**config.mk**
```make
export PLATFORM = sky130hd
export DESIGN_NAME = sf_regfmt_conv
export DESIGN_NICKNAME = d
export VERILOG_FILES = /design/src/rtl/sfc_pkg.sv /design/src/rtl/sf_expand.sv /design/src/rtl/sf_compress.sv /design/src/rtl/sf_intpack.sv /design/src/rtl/sf_regfmt_conv.sv
export SDC_FILE = /design/constraint.sdc
export NUM_CORES = 1
export LEC_CHECK = 0
export BUFFER_PORTS_ARGS = -buffer_cell sky130_fd_sc_hd__clkbuf_2
export CORE_MARGIN = 2
export CORE_UTILIZATION = 45
export CTS_CLUSTER_DIAMETER = 120
export DETAILED_ROUTE_END_ITERATION = 16
export MAX_ROUTING_LAYER = met4
export PLACE_DENSITY_LB_ADDON = 0.15
export SETUP_SLACK_MARGIN = 0.1
export SLEW_MARGIN = 15
export SYNTH_ARGS = -nofsm -noshare
export SYNTH_HDL_FRONTEND = slang
export SYNTH_SLANG_ARGS = --single-unit
```
**constraint.sdc**
```tcl
create_clock -name clk -period 1.3 [get_ports clk]
set_input_delay 0.195 -clock clk [delete_from_list [all_inputs] [get_ports clk]]
set_output_delay 0.195 -clock clk [all_outputs]
set_load 0.02 [all_outputs]
```
**src/rtl/sfc_pkg.sv**
```systemverilog
package sfc_pkg;
  localparam int REG_W    = 64;
  localparam int MEM_W    = 32;
  localparam int SEXP_W   = 8;
  localparam int TEXP_W   = 11;
  localparam int FRAC_W   = 23;
  localparam int PAD_W    = REG_W - 1 - TEXP_W - FRAC_W;   // 29
  localparam int BODY_W   = MEM_W - 2;                     // 30
  localparam int GAP_W    = REG_W - 2 - BODY_W - PAD_W;    // 3

  typedef enum logic [1:0] {
    SFC_EXPAND   = 2'd0,
    SFC_COMPRESS = 2'd1,
    SFC_PACK     = 2'd2,
    SFC_NONE     = 2'd3
  } sfc_op_e;
endpackage

```
**src/rtl/sf_expand.sv**
```systemverilog
module sf_expand
  import sfc_pkg::*;
(
  input  logic [MEM_W-1:0] mem_i,
  output logic [REG_W-1:0] reg_o
);
  localparam int LOW_W = SEXP_W - 1;

  logic              sgn;
  logic              e_top;
  logic [LOW_W-1:0]  e_low;
  logic [FRAC_W-1:0] frac;
  logic [TEXP_W-1:0] e_wide;

  assign sgn   = mem_i[MEM_W-1];
  assign e_top = mem_i[MEM_W-2];
  assign e_low = mem_i[MEM_W-3 -: LOW_W];
  assign frac  = mem_i[FRAC_W-1:0];

  // widen exponent keeping specials distinct
  always_comb begin
    if (e_top) begin
      if (&e_low) e_wide = '1;
      else        e_wide = {1'b1, {(TEXP_W-SEXP_W){1'b0}}, e_low};
    end else begin
      if (|e_low) e_wide = {1'b0, {(TEXP_W-SEXP_W){1'b1}}, e_low};
      else        e_wide = '0;
    end
  end

  assign reg_o = {sgn, e_wide, frac, {PAD_W{1'b0}}};
endmodule

```
**src/rtl/sf_compress.sv**
```systemverilog
module sf_compress
  import sfc_pkg::*;
(
  input  logic [1:0]        top_i,
  input  logic [BODY_W-1:0] body_i,
  output logic [MEM_W-1:0]  mem_o
);
  assign mem_o = {top_i, body_i};
endmodule

```
**src/rtl/sf_intpack.sv**
```systemverilog
module sf_intpack
  import sfc_pkg::*;
(
  input  logic [REG_W-1:0] val_i,
  output logic [REG_W-1:0] reg_o,
  output logic             ovf_o
);
  logic [REG_W-MEM_W:0] upper;   // bits 63:31
  assign upper = val_i[REG_W-1:MEM_W-1];

  // value fits only when upper bits are a pure sign copy
  assign ovf_o = ~((&upper) | ~(|upper));

  assign reg_o = {val_i[MEM_W-1:MEM_W-2], {GAP_W{1'b0}},
                  val_i[BODY_W-1:0], {PAD_W{1'b0}}};
endmodule

```
**src/rtl/sf_regfmt_conv.sv**
```systemverilog
module sf_regfmt_conv
  import sfc_pkg::*;
(
  input  logic             clk,
  input  logic             rst,
  input  logic             in_valid,
  input  logic [1:0]       in_op,
  input  logic [REG_W-1:0] in_data,
  output logic             out_valid,
  output logic [REG_W-1:0] out_data,
  output logic             out_iov,
  output logic             out_ine
);
  logic [REG_W-1:0] exp_res;
  logic [MEM_W-1:0] cmp_res;
  logic [REG_W-1:0] pck_res;
  logic             pck_ovf;
  logic [REG_W-1:0] nxt_data;
  logic             nxt_flag;
  sfc_op_e          op;

  assign op = sfc_op_e'(in_op);

  sf_expand u_exp (
    .mem_i (in_data[MEM_W-1:0]),
    .reg_o (exp_res)
  );

  sf_compress u_cmp (
    .top_i  (in_data[REG_W-1:REG_W-2]),
    .body_i (in_data[REG_W-2-GAP_W-1:PAD_W]),
    .mem_o  (cmp_res)
  );

  sf_intpack u_pck (
    .val_i (in_data),
    .reg_o (pck_res),
    .ovf_o (pck_ovf)
  );

  always_comb begin
    nxt_data = '0;
    nxt_flag = 1'b0;
    unique case (op)
      SFC_EXPAND:   nxt_data = exp_res;
      SFC_COMPRESS: nxt_data = {{(REG_W-MEM_W){1'b0}}, cmp_res};
      SFC_PACK: begin
        nxt_data = pck_res;
        nxt_flag = pck_ovf;
      end
      default:      nxt_data = '0;
    endcase
  end

  always_ff @(posedge clk) begin
    if (rst) begin
      out_valid <= 1'b0;
      out_data  <= '0;
      out_iov   <= 1'b0;
      out_ine   <= 1'b0;
    end else begin
      out_valid <= in_valid;
      if (in_valid) begin
        out_data <= nxt_data;
        out_iov  <= nxt_flag;
        out_ine  <= nxt_flag;
      end
    end
  end

  assert_valid_rise_R2: assert property (@(posedge clk) disable iff (rst)
    in_valid |=> out_valid);
  assert_valid_idle_R2: assert property (@(posedge clk) disable iff (rst)
    !in_valid |=> !out_valid);
  assert_expand_pad_R3: assert property (@(posedge clk) disable iff (rst)
    (in_valid && in_op == SFC_EXPAND) |=> (out_data[PAD_W-1:0] == '0));
  assert_compress_upper_R5: assert property (@(posedge clk) disable iff (rst)
    (in_valid && in_op == SFC_COMPRESS) |=> (out_data[REG_W-1:MEM_W] == '0));
  assert_flags_pair_R7: assert property (@(posedge clk) disable iff (rst)
    out_iov == out_ine);
  assert_flags_quiet_R8: assert property (@(posedge clk) disable iff (rst)
    (in_valid && in_op != SFC_PACK) |=> !out_iov);
  assert_unused_zero_R9: assert property (@(posedge clk) disable iff (rst)
    (in_valid && in_op == SFC_NONE) |=> (out_data == '0));
  assert_hold_R10: assert property (@(posedge clk) disable iff (rst)
    !in_valid |=> ($stable(out_data) && $stable(out_iov)));
endmodule

```
==> results.yml, run 1 <==
status:
  status: "finished, final reports clean"
global_route:
  grt_pass1_wl_mm: 10.7
  antenna_found_initial: 0
  overflow: 0
  grt_pass1_vias: 2316
  groute.usage.overall_pct: 22.1
  maximum_number_of_pins_on_one_net_before_global_route_repair: 30
cts:
  ctsLongestPathBuffers: 2
  later_pin_clock_latency_in_the_skew_report_ns: 0.33
  h-tree-depth: 3
  clock_sink_count: 64
  post_cts_hold_buffer_count: 0
  post_cts_buffers: 0
  clock_tree_from_tritoncts: "done"
  cts.root.buffer_cell: "sky130_fd_sc_hd__clkbuf_8"
  post_cts.resized_instances: 0
  total_clock_buffers_created_by_cts: 9
  clk_slew_on_worst_s_h_paths_ns: 0.07
routing:
  drt_first_iter_violations: 96
  wl_per_cell_um: 13.3
  drt_first_pass_iters: 4
  routed_wl_mm: 7.07
  remaining_antenna_violation_count_after_routing: 0
  vias_per_cell: 5.02
  vias: 2668
  route.detailed.drc: 0
cells_and_area:
  fin_util_pct: 61.8
  n_antenna_cell: 0
  post_route_cells_drive_above_1_share_pct: 38.7
  area_delta_synth_final_pct: 34.3
  nets: 522
setup_path:
  reg2regPathDepth: 4
  path_depth: 1
  crit_path_max_incr_delay_ns: 0.38
  startpoint_type: "flop"
  critical_path_buf_inv_count: 1
  endpoint_kind_of_the_worst_setup_timing_path: "output pin"
  setup.worst_path.end: "out_data[61]"
  r2r_setup_slack_ns: 0.30
  timing.critical_path.required_ns: 1.11
  rr_startpoint: "out_ine"
  path_max_fanout: 4
  worstPathCellList: "clkbuf_2"
  worst_setup_path_startpoint: "out_data[61]"
  cp_slowest_cell: "sky130_fd_sc_hd__dfxtp_1"
  path_class: "flop to output pin"
  timing.critical_path.max_delay_family: "flip-flops"
  worst_ep_arrival_time_ns: 0.90
  regToRegEndpoint: "out_ine"
timing:
  min_period_over_period_pct: 83.9
  maxSlewViolCount: 0
  tns_ns: 0
  final.setup.worst_slack_ns: 0.210
  max_slew.worst_pin.slew_ns: 0.398
  grt_setup_unrepaired: "no"
  hold_violations_final: 0
  timing.final.setup_violations: 0
  final.setup_skew_ns: 0
  max_clock_freq_mhz: 917
  timing.slew.headroom_pct: 73.4
  timing.final.crit_period_ns: 1.09
synth:
  synth_area_um2: 2690
  synth.top_cells.by_area: "sky130_fd_sc_hd__dfxtp_1 (48%), sky130_fd_sc_hd__nor2b_1 (13%), sky130_fd_sc_hd__a21oi_1 (9.7%)"
  yosysUniqueCellTypes: 28
  ys_ff_latch: 64
  yosysWarningCount: 0
  avgSynthCellArea_um2: 8.52
  synthesis.instances: 316
  ys_seq_area_share_pct: 47.6
  synth.largest_area_cell: "sky130_fd_sc_hd__dfxtp_1"
  synth_fp_nets: 385
  yosysTopAreaCellShare_pct: 47.6
floorplanning:
  die_area_um2: 6620
  std_cell_rows: 28
  design.core.area_um2: 5850
  ioPinCount: 136
  die_span_in_x_um: 81.4
  starting_utilization_of_the_core_area_pct: 46.0
  chipHeight_um: 81.4
placed_design:
  placement.setup.worst_slack_ns: 0.0445
  place.port_buffers: 135
  place.detailed.hpwl_mm: 5.30
  place_congestion: 0.757
power:
  power-per-cell-area_nw_per_um2: 1180
  cellLeakagePower_nw: 1.68
  worst_ir_drop_vdd_mv: 0.616
flow_run:
  maxCapViolations: 0
worst_hold_path:
  worst_hold_path_type: "input pin to flop"
per-layer routing:
layer / global-route usage (%) / routed length [um] / vias to the layer above
li1: - / - / 1341
met1: 27.2 / 3120 / 1227
met2: 33.9 / 3280 / 90
met3: 6.00 / 553 / 10
met4: 9.66 / 116 / 0
met5: - / 0 / -
how the worst min path moves through the flow:
| stage | endpoint | from | cells after the start |
|---|---|---|---|
| 2_1_floorplan | out_valid | rst | 1 |
| 3_3_place_gp | out_data[47] | in_data[18] | 3 |
| 3_5_place_dp | out_data[50] | in_data[21] | 3 |
| 4_1_cts | out_data[50] | in_data[21] | 3 |
| 5_1_grt | out_data[45] | in_data[16] | 3 |
| 6_report | out_data[36] | in_data[7] | 3 |
cells in the mapped netlist:
cell                         n
sky130_fd_sc_hd__a211oi_1    3
sky130_fd_sc_hd__a21oi_1    52
sky130_fd_sc_hd__a21oi_2    11
sky130_fd_sc_hd__a31oi_1     1
sky130_fd_sc_hd__and2_4      1
sky130_fd_sc_hd__and2b_1     8
sky130_fd_sc_hd__and2b_4     1
sky130_fd_sc_hd__buf_1       1
sky130_fd_sc_hd__buf_12      1
sky130_fd_sc_hd__buf_2       3
sky130_fd_sc_hd__buf_4       5
sky130_fd_sc_hd__buf_6       2
sky130_fd_sc_hd__buf_8       1
sky130_fd_sc_hd__clkbuf_1   10
sky130_fd_sc_hd__dfxtp_1    64
sky130_fd_sc_hd__nand2_1     3
sky130_fd_sc_hd__nand2b_1    3
sky130_fd_sc_hd__nand3b_1    1
sky130_fd_sc_hd__nand3b_2    1
sky130_fd_sc_hd__nand4_1     9
sky130_fd_sc_hd__nor2_1     63
sky130_fd_sc_hd__nor2_2      1
sky130_fd_sc_hd__nor2b_1    54
sky130_fd_sc_hd__nor3_1      2
sky130_fd_sc_hd__nor4_1      9
sky130_fd_sc_hd__o2111ai_1   3
sky130_fd_sc_hd__o21ai_0     2
sky130_fd_sc_hd__o31ai_1     1
flip-flops by register name (all words and copies together) (netlist names):
signal,count
out_ine,1
out_data,62
out_valid,1
cell usage in the layout (no fill, tap or decap), types with 8 or more instances in the layout:
master	Yosys	routed
sky130_fd_sc_hd__clkbuf_8	0	10
sky130_fd_sc_hd__and2b_1	8	8
sky130_fd_sc_hd__dfxtp_1	64	64
sky130_fd_sc_hd__a21oi_1	52	52
sky130_fd_sc_hd__nor2_1	63	63
sky130_fd_sc_hd__nor4_1	9	9
sky130_fd_sc_hd__buf_4	5	13
sky130_fd_sc_hd__a21oi_2	11	11
sky130_fd_sc_hd__clkbuf_2	0	135
sky130_fd_sc_hd__nand4_1	9	9
sky130_fd_sc_hd__nor2b_1	54	54
final cells by class:
class / instances / area [um^2]
fill: 564 / 2230
tap: 75 / 93.8
multi-input combinational: 229 / 1260
clock inverter: 3 / 42.5
clock buffer: 12 / 145
timing repair buffer: 149 / 793
sequential: 64 / 1280
where the power goes:
| part | switching [W] | total (W) | internal [W] |
|---|---|---|---|
| sequential | 0.0000297 | 0.00206 | 0.00203 |
| clock | 0.000713 | 0.00164 | 0.000925 |
| combinational | 0.000340 | 0.000577 | 0.000236 |
| total | 0.00108 | 0.00427 | 0.00319 |
kinds of logic after synthesis:
| group | Yosys count | synth area share [%] |
|---|---|---|
| and+or+nand+nor | 156 | 30.9 |
| buffers and inverters | 23 | 5.62 |
| DFF | 64 | 47.6 |
| AOI/OAI and AO/OA | 73 | 15.9 |
stage by stage:
stage          cells  area [um^2]  power [W]  hold WS (ns)
3_5_place_dp     517         3430    0.00268         0.425
6_report         532         3620    0.00427        0.0880
3_3_place_gp     517         3430    0.00267         0.423
2_1_floorplan    316         2690    0.00241         0.279
4_1_cts          532         3620    0.00431        0.0789
5_1_grt          532         3620    0.00446        0.0916
Power figures use the tool's default switching activity.
==> inputs of run 2 (changes only) <==
--- a/config.mk
+++ b/config.mk
@@ -7,7 +7,7 @@
 export LEC_CHECK = 0
 export BUFFER_PORTS_ARGS = -buffer_cell sky130_fd_sc_hd__clkbuf_2
 export CORE_MARGIN = 2
-export CORE_UTILIZATION = 45
+export CORE_UTILIZATION = 41
 export CTS_CLUSTER_DIAMETER = 120
 export DETAILED_ROUTE_END_ITERATION = 16
 export MAX_ROUTING_LAYER = met4
==> constraint.sdc (replaced) <==
create_clock -name clk -period 1 [get_ports clk]
set_input_delay 0.15 -clock clk [delete_from_list [all_inputs] [get_ports clk]]
set_output_delay 0.15 -clock clk [all_outputs]
set_load 0.02 [all_outputs]
==> run 2 against run 1 <==
The flow now finishes with violations (negative setup slack). Cell area increased by 28%. Utilization increased by 11 points. Clock power grew 35%. Count of clock-buffer cells in the layout grew 1. Flip-flop and latch count is the same. Die area is 9.3% higher. Final cell count grew 6.2%.
==> results.yml, run 2 (same netlist as run 1, synthesis figures left out) <==
timing:
  timing.slew.headroom_pct: 76.1
  timing.final.crit_period_ns: 1.00
  finalHoldWorstSlack_ns: 0.0477
  final.setup.worst_slack_ns: -0.00251
  hold_violations_final: 0
  min_period_over_period_pct: 100
  maxSlewViolCount: 0
  final.setup_skew_ns: 0
  max_clock_freq_mhz: 998
  grt_setup_unrepaired: "yes"
  timing.final.setup_violations: 2
  max_slew.worst_pin.slew_ns: 0.355
setup_path:
  path_class: "flop to output pin"
  crit_path_max_incr_delay_ns: 0.38
  path_max_fanout: 3
  rr_startpoint: "out_ine"
  endpoint_kind_of_the_worst_setup_timing_path: "output pin"
  path_depth: 1
  worst_ep_arrival_time_ns: 0.85
  r2r_setup_slack_ns: 0.06
  worstPathCellList: "clkbuf_8"
  critical_path_buf_inv_count: 1
  regToRegEndpoint: "out_ine"
  timing.critical_path.required_ns: 0.85
  startpoint_type: "flop"
  timing.critical_path.max_delay_family: "flip-flops"
  reg2regPathDepth: 4
  cp_slowest_cell: "sky130_fd_sc_hd__dfxtp_4"
cts:
  later_pin_clock_latency_in_the_skew_report_ns: 0.32
  clock_sink_count: 64
  ctsLongestPathBuffers: 2
  post_cts_hold_buffer_count: 0
  total_clock_buffers_created_by_cts: 9
  h-tree-depth: 3
  clock_tree_from_tritoncts: "done"
  clk_slew_on_worst_s_h_paths_ns: 0.07
  cts.root.buffer_cell: "sky130_fd_sc_hd__clkbuf_8"
cells_and_area:
  n_antenna_cell: 0
  area_delta_synth_final_pct: 72.5
  most-common-layout-cells: "sky130_fd_sc_hd__clkbuf_2 (68), sky130_fd_sc_hd__nor2_1 (63), sky130_fd_sc_hd__buf_8 (63), sky130_fd_sc_hd__dfxtp_2 (62), sky130_fd_sc_hd__nor2b_1 (53)"
  largest_register_ff_count: 62
  seq_area_um2: 1370
  post_route_cells_drive_above_1_share_pct: 57.0
  layout.filler_cells: 488
  biggestRegsByFlops: "out_data (62), out_ine (1), out_valid (1)"
  fin_util_pct: 73.1
  registers.top_by_ff_count: "out_data"
  mostFrequentLayoutCell: "sky130_fd_sc_hd__clkbuf_2"
  area_used_by_multi_input_combinational_logic_um2: 1310
  nets: 552
global_route:
  grt_pass1_vias: 2805
  groute.usage.overall_pct: 23.0
  antenna_found_initial: 0
  maximum_number_of_pins_on_one_net_before_global_route_repair: 30
  grt_pass1_wl_mm: 12.9
  overflow: 0
routing:
  topRoutingLayerUsed: "met4"
  routed_wl_mm: 8.15
  vias_per_cell: 4.89
  remaining_antenna_violation_count_after_routing: 0
  wirelength_met1_mm: 3.53
  routed-wl-met2_mm: 4.06
  route.detailed.drc: 0
  dr_wl_met3_um: 501
  drt_first_pass_iters: 4
  vias: 2762
  drt_first_iter_violations: 92
  wl_per_cell_um: 14.4
power:
  worst_ir_drop_vdd_mv: 0.781
  cellLeakagePower_nw: 2.05
  power-per-cell-area_nw_per_um2: 1280
floorplanning:
  die_span_in_x_um: 85.0
  ioPinCount: 136
  std_cell_rows: 29
  die_area_um2: 7230
  design.core.area_um2: 6350
  chipHeight_um: 85.0
  starting_utilization_of_the_core_area_pct: 42.4
placed_design:
  place.detailed.hpwl_mm: 5.48
  place_congestion: 0.781
  place.port_buffers: 135
worst_hold_path:
  worst_hold_startpoint: "in_data[17]"
  holdPathEnd: "out_data[46]"
  hold_path_depth: 3
  worst_hold_path_type: "input pin to flop"
status:
  failed_checks: "negative setup slack"
  status: "finished with violations"
flow_run:
  maxCapViolations: 0
## run 2: cell count changes in the layout (fill, tap and decap cells not counted), sizes merged
cell and change:
clkbuf -64, clkinv +1, clkinvlp -1, and2 +1, buf +94
## run 2: cell type report
| class | instances | share of cell area (%) |
|---|---|---|
| Clock buffer | 13 | 3.42 |
| Clock inverter | 3 | 0.862 |
| Multi-Input combinational cell | 230 | 28.2 |
| Sequential cell | 64 | 29.4 |
| Tap cell | 77 | 2.07 |
| Timing Repair Buffer | 178 | 36.1 |
## run 2: how the worst max path moves through the flow
stage                 from           end
3_3_place_gp   in_data[39]       out_ine
6_report           out_ine       out_ine
2_1_floorplan     in_op[1]  out_data[28]
5_1_grt            out_ine       out_ine
4_1_cts            out_ine       out_iov
3_5_place_dp   in_data[39]       out_ine
## run 2: where the power goes
| part | switching (W) | internal (W) |
|---|---|---|
| registers | 0.0000737 | 0.00265 |
| logic | 0.000474 | 0.000544 |
| clock network | 0.000933 | 0.00128 |
| total | 0.00148 | 0.00447 |
## run 2: through the flow
step | power [W] | setup TNS (ns) | instance area, um^2 | cells | setup WS, ns
after global placement | 0.00355 | -4.88 | 3640 | 545 | -0.182
final | 0.00596 | -0.00361 | 4640 | 565 | -0.00251
after global routing | 0.00621 | -0.150 | 4640 | 565 | -0.0530
after floorplan | 0.00314 | 0 | 2720 | 316 | 0.00607
after CTS | 0.00593 | -0.0747 | 4500 | 561 | -0.0198
after detailed placement | 0.00356 | -5.60 | 3640 | 545 | -0.237
## run 2: timing repair
item	CTS	global route
gates cloned	0	1
pin swaps	1	4
gates resized for setup	190	74
buffers inserted	0	3
setup endpoints to repair	68	73
## run 2: per-layer routing
layer | GRT usage [%] | vias up
li1 | - | 1401
met1 | 27.6 | 1263
met2 | 38.3 | 92
met3 | 6.42 | 6
met4 | 5.63 | 0
met5 | - | -
